==> src/rtl/eei2c_pkg.sv <==
package eei2c_pkg;

  localparam int BYTE_W = 8;
  localparam int PTR_W  = BYTE_W + 1;
  localparam int CNT_W  = $clog2(BYTE_W + 1);

  typedef enum logic [2:0] {
    S_IDLE,
    S_CTRL,
    S_WADR,
    S_WDAT,
    S_ACK,
    S_RDAT,
    S_RACK
  } eng_st_t;

  // next pointer: low byte counts, block bit held
  function automatic logic [PTR_W-1:0] ptr_next(input logic [PTR_W-1:0] p);
    return {p[PTR_W-1], p[BYTE_W-1:0] + 1'b1};
  endfunction

  // control byte selects this device
  function automatic logic ctrl_hit(input logic [BYTE_W-1:0] b,
                                    input logic [1:0] cs,
                                    input logic [3:0] code);
    return (b[7:4] == code) && (b[3:2] == cs);
  endfunction

endpackage

==> src/rtl/eei2c_line_mon.sv <==
module eei2c_line_mon #(
  parameter int SYNC_DEPTH = 2
) (
  input  logic clk,
  input  logic rst_n,
  input  logic scl_i,
  input  logic sda_i,
  output logic scl_s,
  output logic sda_s,
  output logic scl_rise,
  output logic scl_fall,
  output logic start_evt,
  output logic stop_evt
);
  localparam int DEPTH = (SYNC_DEPTH < 2) ? 2 : SYNC_DEPTH;

  logic [DEPTH-1:0] scl_q, sda_q;
  logic             scl_d, sda_d;

  always_ff @(posedge clk or negedge rst_n) begin
    if (!rst_n) begin
      scl_q <= '1;
      sda_q <= '1;
      scl_d <= 1'b1;
      sda_d <= 1'b1;
    end else begin
      scl_q <= {scl_q[DEPTH-2:0], scl_i};
      sda_q <= {sda_q[DEPTH-2:0], sda_i};
      scl_d <= scl_q[DEPTH-1];
      sda_d <= sda_q[DEPTH-1];
    end
  end

  assign scl_s     = scl_q[DEPTH-1];
  assign sda_s     = sda_q[DEPTH-1];
  assign scl_rise  =  scl_s & ~scl_d;
  assign scl_fall  = ~scl_s &  scl_d;
  assign start_evt =  scl_s & scl_d &  sda_d & ~sda_s;
  assign stop_evt  =  scl_s & scl_d & ~sda_d &  sda_s;

endmodule

==> src/rtl/eei2c_ptr.sv <==
module eei2c_ptr import eei2c_pkg::*; (
  input  logic             clk,
  input  logic             rst_n,
  input  logic             load,
  input  logic [PTR_W-1:0] load_val,
  input  logic             inc,
  output logic [PTR_W-1:0] ptr
);

  always_ff @(posedge clk or negedge rst_n) begin
    if (!rst_n)    ptr <= '0;
    else if (load) ptr <= load_val;
    else if (inc)  ptr <= ptr_next(ptr);
  end

  AST_PTR_BLOCK_KEEP: assert property (@(posedge clk) disable iff (!rst_n)
    (inc && !load) |=> (ptr[PTR_W-1] == $past(ptr[PTR_W-1]))) else $error("block bit moved");

endmodule

==> src/rtl/eeprom_i2c_slave.sv <==
module eeprom_i2c_slave import eei2c_pkg::*; #(
  parameter int          SYNC_DEPTH = 2,
  parameter logic [3:0]  DEV_CODE   = 4'b1010
) (
  input  logic              clk,
  input  logic              rst_n,
  input  logic              scl_i,
  input  logic              sda_i,
  output logic              sda_oe_o,
  input  logic [1:0]        chip_sel_i,
  input  logic              busy_i,
  output logic [PTR_W-1:0]  rd_addr_o,
  input  logic [BYTE_W-1:0] rd_data_i,
  output logic              pb_we_o,
  output logic [PTR_W-1:0]  pb_addr_o,
  output logic [BYTE_W-1:0] pb_data_o,
  output logic              prog_go_o
);

  // bus events from the line monitor
  logic scl_s, sda_s, scl_rise, scl_fall, start_evt, stop_evt;

  eei2c_line_mon #(.SYNC_DEPTH(SYNC_DEPTH)) u_mon (
    .clk(clk), .rst_n(rst_n), .scl_i(scl_i), .sda_i(sda_i),
    .scl_s(scl_s), .sda_s(sda_s), .scl_rise(scl_rise), .scl_fall(scl_fall),
    .start_evt(start_evt), .stop_evt(stop_evt)
  );

  eng_st_t            state, ret_st;
  logic [BYTE_W-1:0]  shreg;
  logic [CNT_W-1:0]   bitcnt;
  logic               blk, mack, wr_pend;
  logic [PTR_W-1:0]   ptr;

  // named internal events
  logic byte_end, load_rd, ptr_load, ptr_inc;
  assign byte_end = scl_fall && (bitcnt == CNT_W'(BYTE_W));
  assign load_rd  = scl_fall && (((state == S_ACK) && (ret_st == S_RDAT)) ||
                                 ((state == S_RACK) && mack));
  assign ptr_load = (state == S_WADR) && byte_end;
  assign ptr_inc  = ((state == S_WDAT) && byte_end) || load_rd;

  eei2c_ptr u_ptr (
    .clk(clk), .rst_n(rst_n), .load(ptr_load), .load_val({blk, shreg}),
    .inc(ptr_inc), .ptr(ptr)
  );

  assign rd_addr_o = ptr;

  always_ff @(posedge clk or negedge rst_n) begin
    if (!rst_n) begin
      state     <= S_IDLE;
      ret_st    <= S_IDLE;
      shreg     <= '0;
      bitcnt    <= '0;
      blk       <= 1'b0;
      mack      <= 1'b0;
      wr_pend   <= 1'b0;
      sda_oe_o  <= 1'b0;
      pb_we_o   <= 1'b0;
      pb_addr_o <= '0;
      pb_data_o <= '0;
      prog_go_o <= 1'b0;
    end else begin
      pb_we_o   <= 1'b0;
      prog_go_o <= 1'b0;
      if (stop_evt) begin
        state     <= S_IDLE;
        sda_oe_o  <= 1'b0;
        prog_go_o <= wr_pend;
        wr_pend   <= 1'b0;
      end else if (start_evt) begin
        state    <= S_CTRL;
        bitcnt   <= '0;
        sda_oe_o <= 1'b0;
      end else begin
        unique case (state)
          S_CTRL, S_WADR, S_WDAT: begin
            if (scl_rise && (bitcnt < CNT_W'(BYTE_W))) begin
              shreg  <= {shreg[BYTE_W-2:0], sda_s};
              bitcnt <= bitcnt + 1'b1;
            end
            if (byte_end) begin
              if (state == S_CTRL) begin
                if (ctrl_hit(shreg, chip_sel_i, DEV_CODE) && !busy_i) begin
                  sda_oe_o <= 1'b1;
                  blk      <= shreg[1];
                  ret_st   <= shreg[0] ? S_RDAT : S_WADR;
                  state    <= S_ACK;
                end else begin
                  state <= S_IDLE;
                end
              end else begin
                sda_oe_o <= 1'b1;
                ret_st   <= S_WDAT;
                state    <= S_ACK;
                if (state == S_WDAT) begin
                  pb_we_o   <= 1'b1;
                  pb_addr_o <= ptr;
                  pb_data_o <= shreg;
                  wr_pend   <= 1'b1;
                end
              end
            end
          end
          S_ACK: begin
            if (scl_fall) begin
              bitcnt <= '0;
              if (ret_st == S_RDAT) begin
                shreg    <= rd_data_i;
                sda_oe_o <= ~rd_data_i[BYTE_W-1];
              end else begin
                sda_oe_o <= 1'b0;
              end
              state <= ret_st;
            end
          end
          S_RDAT: begin
            if (scl_rise) bitcnt <= bitcnt + 1'b1;
            if (scl_fall) begin
              if (bitcnt == CNT_W'(BYTE_W)) begin
                sda_oe_o <= 1'b0;
                mack     <= 1'b0;
                state    <= S_RACK;
              end else begin
                shreg    <= {shreg[BYTE_W-2:0], 1'b0};
                sda_oe_o <= ~shreg[BYTE_W-2];
              end
            end
          end
          S_RACK: begin
            if (scl_rise) mack <= ~sda_s;
            if (scl_fall) begin
              if (mack) begin
                bitcnt   <= '0;
                shreg    <= rd_data_i;
                sda_oe_o <= ~rd_data_i[BYTE_W-1];
                state    <= S_RDAT;
              end else begin
                state <= S_IDLE;
              end
            end
          end
          default: ;
        endcase
      end
    end
  end

  AST_STOP_RELEASE: assert property (@(posedge clk) disable iff (!rst_n)
    stop_evt |=> (!sda_oe_o && state == S_IDLE)) else $error("stop");
  AST_START_TO_CTRL: assert property (@(posedge clk) disable iff (!rst_n)
    start_evt |=> (state == S_CTRL)) else $error("restart");
  AST_BUSY_SILENT: assert property (@(posedge clk) disable iff (!rst_n)
    (state == S_CTRL && byte_end && busy_i) |=> !sda_oe_o) else $error("busy ack");
  AST_OE_SCL_LOW: assert property (@(posedge clk) disable iff (!rst_n)
    (sda_oe_o != $past(sda_oe_o)) |-> !scl_s) else $error("oe edge");
  AST_PROG_ON_STOP: assert property (@(posedge clk) disable iff (!rst_n)
    prog_go_o |-> $past(stop_evt)) else $error("prog");
  AST_PB_BLOCK: assert property (@(posedge clk) disable iff (!rst_n)
    pb_we_o |-> (pb_addr_o[PTR_W-1] == blk)) else $error("pb block");

endmodule

==> config.mk <==
export PLATFORM = sky130hd
export DESIGN_NAME = eeprom_i2c_slave
export DESIGN_NICKNAME = d
export VERILOG_FILES = /design/src/rtl/eei2c_pkg.sv /design/src/rtl/eei2c_line_mon.sv /design/src/rtl/eei2c_ptr.sv /design/src/rtl/eeprom_i2c_slave.sv
export SDC_FILE = /design/constraint.sdc
export NUM_CORES = 1
export LEC_CHECK = 0
export CORE_AREA = 2 2 88 90
export DETAILED_ROUTE_END_ITERATION = 12
export DIE_AREA = 0 0 90 92
export DONT_BUFFER_PORTS = 1
export GPL_TIMING_DRIVEN = 0
export SYNTH_ARGS = -nofsm -noshare
export SYNTH_HDL_FRONTEND = slang
export SYNTH_SLANG_ARGS = --single-unit
==> constraint.sdc <==
create_clock -name clk -period 5.83 [get_ports clk]
set_clock_uncertainty 0.15 [all_clocks]
set_input_delay 1.166 -clock clk [delete_from_list [all_inputs] [get_ports clk]]
set_output_delay 1.166 -clock clk [all_outputs]
set_load 0.005 [all_outputs]
# After elaboration in Yosys (flattened, before gate mapping)
# Index checks and enable logic that the tools add are counted.
[totals]
memories = 0
mem_bits_ro = 0
latchBits = 0
ff_bits = 56
ram_bits = 0
[op_classes]
multipliers = 0
div = 0
bitwise = 16
n_reduce_logical = 30
n_mux = 60
n_eq_ne = 34
n_lt_le_gt_ge = 1
shifts = 0
n_addsub = 2
[op_table]
columns = ["operator", "count"]
rows = [
  ["$mux W8", 8],
  ["$mux W3", 13],
  ["$pmux W8 S4", 1],
  ["$mux W1", 27],
  ["$mux W4", 6],
  ["$ne A4 B4 Y1 const B", 6],
  ["$reduce_and A6 Y1", 4],
  ["$ne A2 B2 Y1 const B", 9],
  ["$pmux W4 S4", 1],
  ["$ne A3 B3 Y1 const B", 5],
  ["$reduce_and A7 Y1", 2],
  ["$eq A3 B3 Y1 const B", 4],
  ["$pmux W3 S4", 1],
  ["$reduce_and A10 Y1", 1],
  ["$reduce_and A5 Y1", 2],
  ["$reduce_bool A2 Y1", 5],
  ["$logic_and A1 B1 Y1", 9],
  ["$mux W9", 1],
  ["$not A1 Y1", 9],
  ["$add A8 B1 Y8 const B", 1],
  ["$eq A4 B4 Y1 const B", 2],
  ["$and A1 B1 Y1", 7],
  ["$eq A3 B2 Y1 const B", 2],
  ["$ne A2 B1 Y1 const B", 3],
  ["other kinds (13)", 14],
]

# Logic depth before layout (Yosys ltp)
[depth]
word_depth = 9
ltp_mapped = 9
ltp_nobuf = 7

# Modules after synthesis
# Synthesis repeated with hierarchy kept, for this count alone.
[hier_totals]
hier_cells = 262
hier_area_um2 = 2875.3
[by_module_without_submodules]
columns = ["mod", "area_each_um2", "seq_area_each_um2", "cells_per_inst", "instances"]
rows = [
  ["eeprom_i2c_slave", 2197.1, 1026.0, 201, 1],
  ["eei2c_ptr", 488.0, 225.2, 51, 1],
  ["eei2c_line_mon", 190.2, 157.7, 10, 1],
]

# Worst setup path after synthesis
# No wires, ideal clock.
[synth_path]
path_kind = "input -> register"
start = "in busy_i"
end = "reg ret_st[1]"
path_buffers = 1
setup_slack_ps = 3365
setup_time_ps = 124
t_arrival_ps = 2191
required_time_ps = 5556
path_stages = 6
cell_sequence = "nor4b_1 nand4_1 or3_1 buf_2 mux2i_1 a21oi_1"
[synth_between]
elab_chain_len = 4
[synth_lines]
columns = ["element", "line_no", "rtl"]
rows = [
  ["from (decl)", "eeprom_i2c_slave.sv:11", "input logic busy_i,"],
  ["$logic_not A1 Y1", "eeprom_i2c_slave.sv:85", "if (ctrl_hit(shreg, chip_sel_i, DEV_CODE) && !busy_i) begin"],
  ["$logic_and A1 B1 Y1", "eeprom_i2c_slave.sv:85", ""],
  ["$ne A2 B1 Y1 (no line)", "-", ""],
  ["$reduce_and A5 Y1 (no line)", "-", ""],
  ["to (signal assigned)", "eeprom_i2c_slave.sv:88", "ret_st <= shreg[0] ? S_RDAT : S_WADR;"],
  ["to (decl)", "eeprom_i2c_slave.sv:29", "eng_st_t state, ret_st;"],
]
# Every way passes these cells.
# A chain may end at the register's enable or synchronous reset.

# Final worst setup path
[layout_path]
start = "reg bitcnt[0]"
end = "reg pb_data_o[1]"
[layout_between]
elab_chain_len = 3
[layout_lines]
columns = ["element", "line_no", "rtl"]
rows = [
  ["from (decl)", "eeprom_i2c_slave.sv:31", "logic [CNT_W-1:0] bitcnt;"],
  ["from (signal assigned)", "eeprom_i2c_slave.sv:81", "bitcnt <= bitcnt + 1'b1;"],
  ["from (signal assigned)", "eeprom_i2c_slave.sv:119", "if (scl_rise) bitcnt <= bitcnt + 1'b1;"],
  ["$eq A4 B4 Y1", "eeprom_i2c_slave.sv:37", "assign byte_end = scl_fall && (bitcnt == CNT_W'(BYTE_W));"],
  ["$logic_and A1 B1 Y1", "eeprom_i2c_slave.sv:37", ""],
  ["$reduce_and A6 Y1 (no line)", "-", ""],
  ["to (signal assigned)", "eeprom_i2c_slave.sv:100", "pb_data_o <= shreg;"],
  ["to (decl)", "eeprom_i2c_slave.sv:16", "output logic [BYTE_W-1:0] pb_data_o,"],
]
# Every way passes these cells.

==> results.yml <==
synthesis:
  netlist-cell-type-count: 55
  synth.largest_area_cell: "sky130_fd_sc_hd__dfrtp_1"
  synth-warning-count: 0
  yosysSeqAreaShare: 0.499
  synth_ff_type: "sky130_fd_sc_hd__dfrtp_1"
  postSynth.asyncResetShare: 1.00
  post_synth_main_area_contributors: "sky130_fd_sc_hd__dfrtp_1 (44%), sky130_fd_sc_hd__mux2_2 (10%), sky130_fd_sc_hd__nand2_1 (6.1%)"
  mapped_cell_area_um2: 2830
  synth-edff-count: 0
  synth_nets: 292
  cell_with_the_most_instances_after_synthesis: "sky130_fd_sc_hd__dfrtp_1"
  yosysTopAreaCellShare: 0.443
  synthesis.instances: 274
  syn_area_per_cell_um2: 10.3
  flip_flop_and_latch_count_after_synthesis: 56
  top_cells_by_count_synth: "sky130_fd_sc_hd__dfrtp_1 (50), sky130_fd_sc_hd__nand2_1 (46), sky130_fd_sc_hd__mux2_2 (26), sky130_fd_sc_hd__nor2_1 (17), sky130_fd_sc_hd__a21oi_1 (15)"
flow_run:
  max_cap_violations: 0
route:
  wl_per_cell_um: 16.4
  route.met3.wl_um: 222
  drcViolationCount: 0
  detail-route-antenna-nets: 0
  route.final.wire_length_mm: 6.29
  vias_per_cell: 5.47
  wl_met1_mm: 3.05
  routed.top_layer: "met4"
  wl_met2_mm: 2.91
  detail_route.iter0.violations: 155
  drt_pre_antenna_iters: 4
  detailroute.via_count: 2094
worst_setup_path:
  worst-endpoint-required_ns: 5.87
  crit-reg2reg-capture: "pb_data_o[1]"
  timing.reg2reg.setup_slack_ns: 3.39
  timing.critical_path.arrival_ns: 2.49
  crit_fanout: 10
  timing.critical_path.from_type: "flip-flop"
  rr_worst_depth: 6
  r2r_start: "bitcnt[0]"
  timing_worst_setup_path_type: "flip-flop to flip-flop"
  worstSetupEndpointType: "flip-flop"
sta:
  worst_relative_slew_slack: 0.494
  drv_slew: 0
  layout_min_cycle_time_ns: 2.44
  max_clock_freq_ghz: 0.409
  setup_total_negative_slack_ns: 0
  final.period_utilization: 0.419
  timing_worst_slew_pin_value_ns: 0.754
  rsz0062_at_grt: "false"
  setup-violations-final: 0
  final_hold_violations: 0
cells_and_area:
  diodes: 0
  nFillCells: 752
  final_layout_size_suffix_gt1_frac: 0.217
  area_growth_syn_to_layout_pct: 9.08
  seqCellArea_um2: 1410
  final_design_area_no_fill_um2: 3080
  finalNetCount: 299
  final_core_utilization: 0.414
  multi_input_area_um2: 1320
die:
  floorplan.die.width_um: 90
  core.rowCount: 32
  die_area_um2: 8280
  initial_core_util: 0.379
  die_y_um: 92
  placeableCoreArea_um2: 7450
  pin_count: 44
min_path:
  hold_depth: 0
  timing.hold.worst.start: "u_mon.scl_q[0]"
  timing.hold.worst.class: "flip-flop to flip-flop"
  worst_hold_path.endpoint: "u_mon.scl_q[1]"
clock_network:
  ctsLongestPathBuffers: 2
  clock_tree.root_cell: "sky130_fd_sc_hd__clkbuf_8"
  tritoncts_num_sinks: 56
  tritoncts_clock_tree: "built"
  clk-insertion-delay-late_ns: 0.31
  cts_hold_buffers: 0
  worst_setup_hold_path_clk_slew_ns: 0.09
  cts.repair.resized: 0
  tritoncts.num_buffers: 5
  htreeDepth: 2
  post-cts-setup-buffers: 0
power_and_ir_drop:
  internal_power_mw: 0.665
  p_leak_nw: 1.39
  power.share.combinational: 0.137
  vdd_drop_max_mv: 0.240
  power_density_nw_per_um2: 295
  switching_share: 0.269
  p_switching_mw: 0.244
  share_seq_of_total_power: 0.542
  power.clock.fraction: 0.321
placement:
  gp_congestion: 0.919
  postPlaceCellArea_um2: 2950
  post-dp-hpwl_mm: 4.56
  portBuffers: 0
run_status:
  result_of_the_run: "finished clean"
global_routing:
  grt_start_max_net_pins: 57
  number_of_antenna_violations_at_the_first_check_in_global_routing: 0
  global_route_wire_length_before_repair_mm: 10.6
  via_count_of_the_first_global_routing_pass: 2039
  grtUsageTotal: 0.158
  total_gr_overflow: 0
## stage by stage
stage / setup slack [ns] / instances / power, mW / hold WS [ns]
global placement: 3.17 / 376 / 0.621 / 0.196
detailed placement: 3.17 / 376 / 0.626 / 0.199
global route: 3.22 / 383 / 0.960 / 0.215
CTS: 3.36 / 383 / 0.920 / 0.213
finish: 3.39 / 383 / 0.909 / 0.211
floorplan: 3.36 / 274 / 0.581 / 0.195
## layer usage
layer	up-vias	global-route usage
met2	46	0.237
met5	-	0
met3	8	0.0279
met4	0	0.0436
li1	992	-
met1	1048	0.236
## registers in the layout (all words and copies together), names as in the netlist
signal	cells
prog_go_o	1
pb_data_o	8
pb_addr_o	9
u_ptr.ptr	9
sda_oe_o	1
u_mon.scl_q	2
wr_pend	1
state	3
bitcnt	4
u_mon.sda_q	2
shreg	8
mack	1
pb_we_o	1
u_mon.sda_d	1
blk	1
u_mon.scl_d	1
ret_st	3
## kinds of logic after synthesis
group                    count (synthesis)  share of synthesized area
adder cells (fa/ha/maj)                  3                     0.0133
AO/OA/AOI/OAI                           52                      0.118
buffers and inverters                   20                     0.0328
multiplexers                            32                      0.125
XOR/XNOR                                 3                    0.00930
flip-flops                              56                      0.499
AND/OR/NAND/NOR                        108                      0.203
## area by class of cell
cell class	instances	area share
Multi-Input combinational cell	198	0.430
Clock buffer	5	0.0223
Buffer	12	0.0203
Sequential cell	56	0.457
Clock inverter	2	0.0195
Inverter	8	0.00974
Tap cell	102	0.0414
## power by group through the flow
stage               sequential, mW  clock (mW)  combinational, mW
global route                 0.501       0.315              0.144
detailed placement           0.500           0              0.125
global placement             0.499           0              0.122
CTS                          0.493       0.301              0.126
finish                       0.493       0.292              0.125
floorplan                    0.473           0              0.108
## placed cells by master, fill, tap and decap left out, drive strengths merged, types with 4 or more instances in the layout
cell,count
dfrtp,50
nand2,46
mux2,26
nor2,17
a21oi,15
o21ai,14
nand3,12
buf,10
inv,8
clkbuf,7
mux2i,6
dfstp,6
or3,4
nor4,4
## critical path, cell delays in order, from the launching register on
cell	delay, ns
sky130_fd_sc_hd__dfrtp_1	0.43
sky130_fd_sc_hd__inv_1	0.07
sky130_fd_sc_hd__ha_1	0.19
sky130_fd_sc_hd__nand3b_4	0.15
sky130_fd_sc_hd__nor4_4	0.67
sky130_fd_sc_hd__buf_4	0.32
sky130_fd_sc_hd__mux2_2	0.34
## worst max path at each step
| stage | cells after the start | start | endpoint |
|---|---|---|---|
| 6_report | 6 | bitcnt[0] | pb_data_o[1] |
| 5_1_grt | 6 | bitcnt[0] | pb_data_o[1] |
| 4_1_cts | 6 | bitcnt[0] | pb_data_o[1] |
| 3_5_place_dp | 6 | busy_i | ret_st[0] |
| 3_3_place_gp | 4 | busy_i | blk |
| 2_1_floorplan | 6 | busy_i | ret_st[1] |
(Power assumes the default switching activity.)
